<file path="src/rtl/alu_slice_pkg.sv">
package alu_slice_pkg;

    localparam int unsigned SEL_W = 2;

    typedef enum logic [SEL_W-1:0] {
        SEL_AND  = 2'd0,
        SEL_OR   = 2'd1,
        SEL_SUM  = 2'd2,
        SEL_LESS = 2'd3
    } fn_sel_e;

    typedef struct packed {
        logic    flip_a;
        logic    flip_b;
        fn_sel_e sel;
    } slice_ctl_t;

    typedef struct packed {
        logic sum;
        logic cout;
    } fa_out_t;

    function automatic fa_out_t full_add(input logic x, input logic y, input logic c);
        fa_out_t r;
        r.sum  = x ^ y ^ c;
        r.cout = (x & y) | (x & c) | (y & c);
        return r;
    endfunction

    function automatic logic pick_out(input fn_sel_e s, input logic v_and,
                                      input logic v_or, input logic v_sum,
                                      input logic v_less);
        logic r;
        unique case (s)
            SEL_AND:  r = v_and;
            SEL_OR:   r = v_or;
            SEL_SUM:  r = v_sum;
            default:  r = v_less;
        endcase
        return r;
    endfunction

endpackage

</file>
<file path="src/rtl/alu_bit_slice.sv">
module alu_bit_slice
    import alu_slice_pkg::*;
(
    input  logic       a_bit,
    input  logic       b_bit,
    input  slice_ctl_t ctl,
    input  logic       c_in,
    input  logic       less_in,
    output logic       r_bit,
    output logic       c_out,
    output logic       s_bit
);
    logic    a_eff;
    logic    b_eff;
    fa_out_t fa;

    always_comb begin
        a_eff = ctl.flip_a ? ~a_bit : a_bit;
        b_eff = ctl.flip_b ? ~b_bit : b_bit;
        fa    = full_add(a_eff, b_eff, c_in);
        s_bit = fa.sum;
        c_out = fa.cout;
        r_bit = pick_out(ctl.sel, a_eff & b_eff, a_eff | b_eff, fa.sum, less_in);
    end
endmodule

</file>
<file path="src/rtl/alu_zero_tree.sv">
module alu_zero_tree #(
    parameter int unsigned WIDTH = 32
) (
    input  logic [WIDTH-1:0] vec,
    output logic             all_zero
);
    localparam int unsigned HALF = WIDTH / 2;

    generate
        if (WIDTH <= 4) begin : g_leaf
            assign all_zero = ~|vec;
        end else begin : g_split
            logic lo_z;
            logic hi_z;
            alu_zero_tree #(.WIDTH(HALF)) u_lo (
                .vec      (vec[HALF-1:0]),
                .all_zero (lo_z)
            );
            alu_zero_tree #(.WIDTH(WIDTH-HALF)) u_hi (
                .vec      (vec[WIDTH-1:HALF]),
                .all_zero (hi_z)
            );
            assign all_zero = lo_z & hi_z;
        end
    endgenerate
endmodule

</file>
<file path="src/rtl/alu32_sliced.sv">
module alu32_sliced
    import alu_slice_pkg::*;
#(
    parameter int unsigned WIDTH = 32
) (
    input  logic [WIDTH-1:0] opnd_a,
    input  logic [WIDTH-1:0] opnd_b,
    input  logic             inv_a,
    input  logic             inv_b,
    input  logic [1:0]       fn_sel,
    output logic [WIDTH-1:0] result,
    output logic             zero,
    output logic             carry_out,
    output logic             overflow
);
    localparam int unsigned MSB = WIDTH - 1;

    slice_ctl_t       ctl;
    logic [WIDTH:0]   chain;
    logic [WIDTH-1:0] sums;
    logic [WIDTH-1:0] less_vec;
    logic             set_sign;

    assign ctl.flip_a = inv_a;
    assign ctl.flip_b = inv_b;
    assign ctl.sel    = fn_sel_e'(fn_sel);

    // subtract needs +1 at bit 0: invert-B doubles as the initial carry
    assign chain[0] = inv_b;

    assign overflow  = chain[MSB] ^ chain[WIDTH];
    assign carry_out = chain[WIDTH];
    // sign of the true difference, corrected when the subtraction overflows
    assign set_sign  = sums[MSB] ^ overflow;

    genvar i;
    generate
        for (i = 0; i < WIDTH; i++) begin : g_slice
            if (i == 0) begin : g_lsb_less
                assign less_vec[i] = set_sign;
            end else begin : g_tied_less
                assign less_vec[i] = 1'b0;
            end
            alu_bit_slice u_slice (
                .a_bit   (opnd_a[i]),
                .b_bit   (opnd_b[i]),
                .ctl     (ctl),
                .c_in    (chain[i]),
                .less_in (less_vec[i]),
                .r_bit   (result[i]),
                .c_out   (chain[i+1]),
                .s_bit   (sums[i])
            );
        end
    endgenerate

    alu_zero_tree #(.WIDTH(WIDTH)) u_zero (
        .vec      (result),
        .all_zero (zero)
    );
endmodule

</file>
<file path="config.mk">
export PLATFORM = sky130hd
export DESIGN_NAME = alu32_sliced
export DESIGN_NICKNAME = d
export VERILOG_FILES = /design/src/rtl/alu_slice_pkg.sv /design/src/rtl/alu_bit_slice.sv /design/src/rtl/alu_zero_tree.sv /design/src/rtl/alu32_sliced.sv
export SDC_FILE = /design/constraint.sdc
export NUM_CORES = 1
export LEC_CHECK = 0
export CAP_MARGIN = 25
export CORE_UTILIZATION = 55
export DETAILED_ROUTE_END_ITERATION = 8
export PLACE_DENSITY = 0.95
export SYNTH_ARGS = -nofsm -noshare
export SYNTH_HDL_FRONTEND = slang
export SYNTH_HIERARCHICAL = 1
export SYNTH_SLANG_ARGS = --single-unit
</file>
<file path="constraint.sdc">
create_clock -name vclk -period 56
set_input_delay 8.4 -clock vclk [all_inputs]
set_output_delay 8.4 -clock vclk [all_outputs]
set_load 0.01 [all_outputs]
</file>
==> results.json, run 1 <==
{
  "fp-row-count": 29,
  "post_cts_buffers": 0,
  "report.final.slew_viol_count": 0,
  "drive_gt1_frac": 0.08566,
  "grt.total_usage": 0.2290,
  "grt_pass1_wl_um": 13080,
  "synth_cell_types": 10,
  "crit_path_frequent_cell": "inv_1",
  "die_area_um2": 6916,
  "yosysWarningCount": 6,
  "synth_area_um2": 3623,
  "antenna_cells": 0,
  "tightestPinTransition_ps": 940.0,
  "synth_seq_area_share": 0,
  "area_growth_pct": 34.08,
  "crit_family": "adder cells",
  "yosysMostFrequentCell": "inv_1",
  "gp_congestion": 0.7555,
  "synthCells": 402,
  "arrival_ps": 28150,
  "hold_buffers": 0,
  "period_needed_ps": 36550,
  "regArea_um2": 0,
  "crit_type": "primary input to output pin",
  "path_buf_inv": 67,
  "power.density_nw_per_um2": 13.57,
  "core_um2": 6350,
  "start_util": 0.5706,
  "routedWlPerCell_um": 12.16,
  "synthTopCellsByCount": "inv_1 (192), ha_1 (64), xor2_1 (33)",
  "viasPerCell": 4.591,
  "seq_power_share": 0,
  "io_buffers": 103,
  "synth_area_leaders": "ha_1 (22%), inv_1 (20%), mux4_2 (20%), fa_1 (18%), xor2_1 (8.0%)",
  "relSlewSlack": 0.3733,
  "sw_frac_of_total": 0.4842,
  "multi_input_area_um2": 3015,
  "cts.repair.resized": 0,
  "hp-class": "primary input to output pin",
  "drtIter0Drc": 29,
  "synth_top_area_frac": 0.2210,
  "worst_ep_required_time_ps": 47600,
  "fin_setup_tns_ps": 0,
  "cap_violations": 0,
  "hold_viol": 0,
  "startpoint": "inv_b",
  "power.share.clock": 0,
  "critPathSlowestCell": "mux4_2",
  "cp-start-kind": "primary input",
  "fillCellCount": 454,
  "p_leak_uw": 0.002645,
  "grt_pass1_vias": 3126,
  "p_total_uw": 65.93,
  "antenna_found_initial": 0,
  "worstPathMaxFanout": 33,
  "crit_cells": 106,
  "end_kind": "output pin",
  "die_y_um": 83.17,
  "fmax_mhz": 27.36,
  "comb_power_share": 1.000,
  "sequential_cell_total": 0,
  "p_int_uw": 34.00,
  "syn_area_per_cell_um2": 9.014,
  "nClkBuffers": 0,
  "status": "complete, no violations",
  "grt_max_degree": 34,
  "slowest_delay_ps": 530,
  "dp_hpwl_um": 6403,
  "dr.pass1.iters": 4,
  "ir_drop_mv": 0.01166,
  "synth_largest_area_cell": "ha_1",
  "drtAntennaViolNets": 0,
  "final-setup-viol-count": 0,
  "die_x_um": 83.17,
  "grt_setup_unrepaired": "no",
  "io_pins": 103,
  "period_share": 0.6526,
  "final_nets": 703,
  "p_sw_uw": 31.93,
  "route.detailed.drc": 0,
  "overflow": 0,
  "endpoint": "zero",
  "num_vias": 2819,
  "wirelength_um": 7466
}
per-stage QoR:
stage	hold slack, ps	setup WS, ps	instances	area, um2	utilization
floorplan	17010	21420	432	3736	-
global placement	18110	19710	614	4858	0.7651
detailed placement	18110	19320	614	4858	0.7651
CTS	18110	19290	614	4858	0.7651
global route	18170	18130	614	4858	0.7651
finish	18090	19450	614	4858	0.7651
layer usage:
| metal | global-route usage | up-vias | wire (um) |
|---|---|---|---|
| met3 | 0.01193 | 6 | 267 |
| met5 | 0 | - | 0 |
| met2 | 0.4866 | 68 | 4414 |
| met4 | 0.02821 | 0 | 68 |
| li1 | - | 1372 | - |
| met1 | 0.2493 | 1373 | 2716 |
layout make-up:
class / instances / area share
Multi-Input combinational cell: 240 / 0.6207
Timing Repair Buffer: 105 / 0.2112
Inverter: 192 / 0.1483
Tap cell: 77 / 0.01983
power by group through the flow:
stage               sequential (uW)  clock, uW  combinational (uW)
floorplan                         0          0                40.0
global placement                  0          0                62.2
detailed placement                0          0                66.7
CTS                               0          0                67.0
global route                      0          0                74.5
finish                            0          0                65.9
cell families (layout without fill, tap and decap cells):
logic type | after synthesis | count (layout) | share of synthesized area
adders and majority gates | 96 | 96 | 0.3978
other | 1 | 31 | 0.001035
buffers and inverters | 192 | 297 | 0.1989
and+or+nand+nor | 15 | 15 | 0.03971
xor gates and xnor gates | 66 | 66 | 0.1637
muxes | 32 | 32 | 0.1989
cells in the final DEF (no fill, tap or decap):
master / count
xor3_1: 1
ha_1: 64
clkdlybuf4s50_1: 99
xnor2_1: 32
nor4_2: 8
buf_2: 4
conb_1: 31
inv_1: 192
mux4_2: 32
buf_4: 2
fa_1: 32
and2_1: 7
xor2_1: 33
how the worst min path moves through the flow:
| stage | start | endpoint | slack, ps | cells after the start |
|---|---|---|---|---|
| 2_1_floorplan | fn_sel[0] | result[13] | 17010 | 1 |
| 3_3_place_gp | fn_sel[0] | result[22] | 18110 | 3 |
| 3_5_place_dp | fn_sel[0] | result[21] | 18110 | 3 |
| 4_1_cts | fn_sel[0] | result[21] | 18110 | 3 |
| 5_1_grt | fn_sel[0] | result[21] | 18170 | 3 |
| 6_report | fn_sel[0] | result[21] | 18090 | 3 |
(Power assumes the default switching activity.)
==> run 2, diff against run 1 <==
--- a/config.mk
+++ b/config.mk
@@ -6,9 +6,9 @@
 export NUM_CORES = 1
 export LEC_CHECK = 0
 export CAP_MARGIN = 25
-export CORE_UTILIZATION = 55
+export CORE_UTILIZATION = 46
 export DETAILED_ROUTE_END_ITERATION = 8
-export PLACE_DENSITY = 0.95
+export PLACE_DENSITY = 0.88
 export SYNTH_ARGS = -nofsm -noshare
 export SYNTH_HDL_FRONTEND = slang
 export SYNTH_HIERARCHICAL = 1
==> constraint.sdc (replaced) <==
create_clock -name vclk -period 31.3
set_input_delay 4.695 -clock vclk [all_inputs]
set_output_delay 4.695 -clock vclk [all_outputs]
set_load 0.01 [all_outputs]
==> run 2 against run 1 <==
Combinational power is 79% higher. Flip-flop and latch count stayed put. Global-route usage is 3.6 points lower. Design area is 0.98% higher. Clock-buffer cell count stayed put. Power is 80% higher. Via count is 0.35% lower. Hold slack worse by 7800 ps. Die area is 19% higher. Core utilization is 11 points lower. Non-clock buffer count is 1 higher. Critical path depth is 1 lower. Critical path type unchanged. Highest routed layer is now met3.
==> results.json, run 2 (synthesis results as in run 1) <==
{
  "drive_gt1_frac": 0.08736,
  "wirelength_um": 7809,
  "grt_pass1_vias": 3095,
  "start_util": 0.4866,
  "hp-class": "primary input to output pin",
  "sequential_cell_total": 0,
  "crit_type": "primary input to output pin",
  "status": "complete, no violations",
  "post_cts_buffers": 0,
  "grt_max_degree": 33,
  "overflow": 0,
  "sw_frac_of_total": 0.4836,
  "grt_setup_unrepaired": "no",
  "end_kind": "output pin",
  "antenna_found_initial": 0,
  "ir_drop_mv": 0.01177,
  "worst_ep_required_time_ps": 26610,
  "viasPerCell": 4.410,
  "critPathSlowestCell": "clkdlybuf4s50_1",
  "regArea_um2": 0,
  "io_pins": 103,
  "drtAntennaViolNets": 0,
  "p_leak_uw": 0.002655,
  "antenna_cells": 0,
  "hold_buffers": 0,
  "power.density_nw_per_um2": 24.15,
  "grt_pass1_wl_um": 13040,
  "report.final.slew_viol_count": 0,
  "cts.repair.resized": 0,
  "final-setup-viol-count": 0,
  "final_nets": 704,
  "grt.total_usage": 0.1931,
  "fin_setup_tns_ps": 0,
  "gp_congestion": 0.7361,
  "core_um2": 7447,
  "p_total_uw": 118.5,
  "layout_common_cells": "inv_1 (192), clkdlybuf4s50_1 (99), ha_1 (64), xor2_1 (33)",
  "cp-start-kind": "primary input",
  "arrival_ps": 24390,
  "area_growth_pct": 35.39,
  "worstPathMaxFanout": 3,
  "io_buffers": 103,
  "period_needed_ps": 29090,
  "slowest_delay_ps": 540,
  "die_area_um2": 8236,
  "final_common_cell": "inv_1",
  "period_share": 0.9294,
  "tightestPinTransition_ps": 945.8,
  "endpoint": "zero",
  "dp_hpwl_um": 6683,
  "p_sw_uw": 57.29,
  "cap_violations": 0,
  "hold_viol": 0,
  "seq_power_share": 0,
  "fp-row-count": 31,
  "routedWlPerCell_um": 12.26,
  "nClkBuffers": 0,
  "num_vias": 2809,
  "die_y_um": 90.76,
  "fmax_mhz": 34.38,
  "drtIter0Drc": 34,
  "dr.pass1.iters": 4,
  "crit_path_frequent_cell": "inv_1",
  "startpoint": "opnd_b[0]",
  "comb_power_share": 1.000,
  "power.share.clock": 0,
  "route.detailed.drc": 0,
  "relSlewSlack": 0.3695,
  "p_int_uw": 61.18,
  "die_x_um": 90.76
}
==> run 2: changes by cell type in the layout (fill, tap and decap cells not counted) <==
| cell | previous run | this run |
|---|---|---|
| buf_12 | 0 | 1 |
==> run 2: through the flow <==
| stage | setup slack (ps) | cell area [um2] | utilization | instances | hold slack (ps) |
|---|---|---|---|---|---|
| finish | 2211 | 4906 | 0.6588 | 637 | 10310 |
| global route | 1030 | 4906 | 0.6588 | 637 | 10350 |
| CTS | 1969 | 4886 | 0.6561 | 636 | 10710 |
| detailed placement | 2002 | 4886 | 0.6561 | 636 | 10710 |
| global placement | 2467 | 4886 | 0.6561 | 636 | 10670 |
| floorplan | 4127 | 3736 | - | 432 | 9597 |
==> run 2: power by group through the flow <==
| stage | registers, uW | logic, uW | clock network (uW) |
|---|---|---|---|
| after floorplan | 0 | 71.5 | 0 |
| after CTS | 0 | 120 | 0 |
| final | 0 | 118 | 0 |
| after global placement | 0 | 112 | 0 |
| after detailed placement | 0 | 120 | 0 |
| after global routing | 0 | 133 | 0 |
==> run 2: worst min path at each step <==
stage                          from         end  slack (ps)  cells after the start
final                     fn_sel[1]  result[20]       10310                      3
after floorplan           fn_sel[0]  result[13]        9600                      1
after detailed placement      inv_a   result[0]       10710                      6
after global routing      fn_sel[1]  result[20]       10350                      3
after global placement        inv_a   result[0]       10670                      6
after CTS                     inv_a   result[0]       10710                      6
==> run 2: critical path: cells and delay by family <==
family | cells | cell delay [ps]
buf+inv | 66 | 4760
simple gates | 4 | 700
mux | 1 | 520
fa+ha+maj | 32 | 13050
xor+xnor | 2 | 640
==> run 2: layer usage <==
layer,GRT usage,share of wire,up-vias
li1,-,-,1373
met1,0.2077,0.37,1361
met2,0.4186,0.58,75
met3,0.01094,0.042,0
met4,0.008065,0,0
met5,0,0,-
==> run 2: area by class of cell <==
cell class / instances / area, um2
inverter: 192 / 720.7
tap: 99 / 123.9
fill: 625 / 2541
timing repair buffer: 106 / 1046
multi-input combinational: 240 / 3015
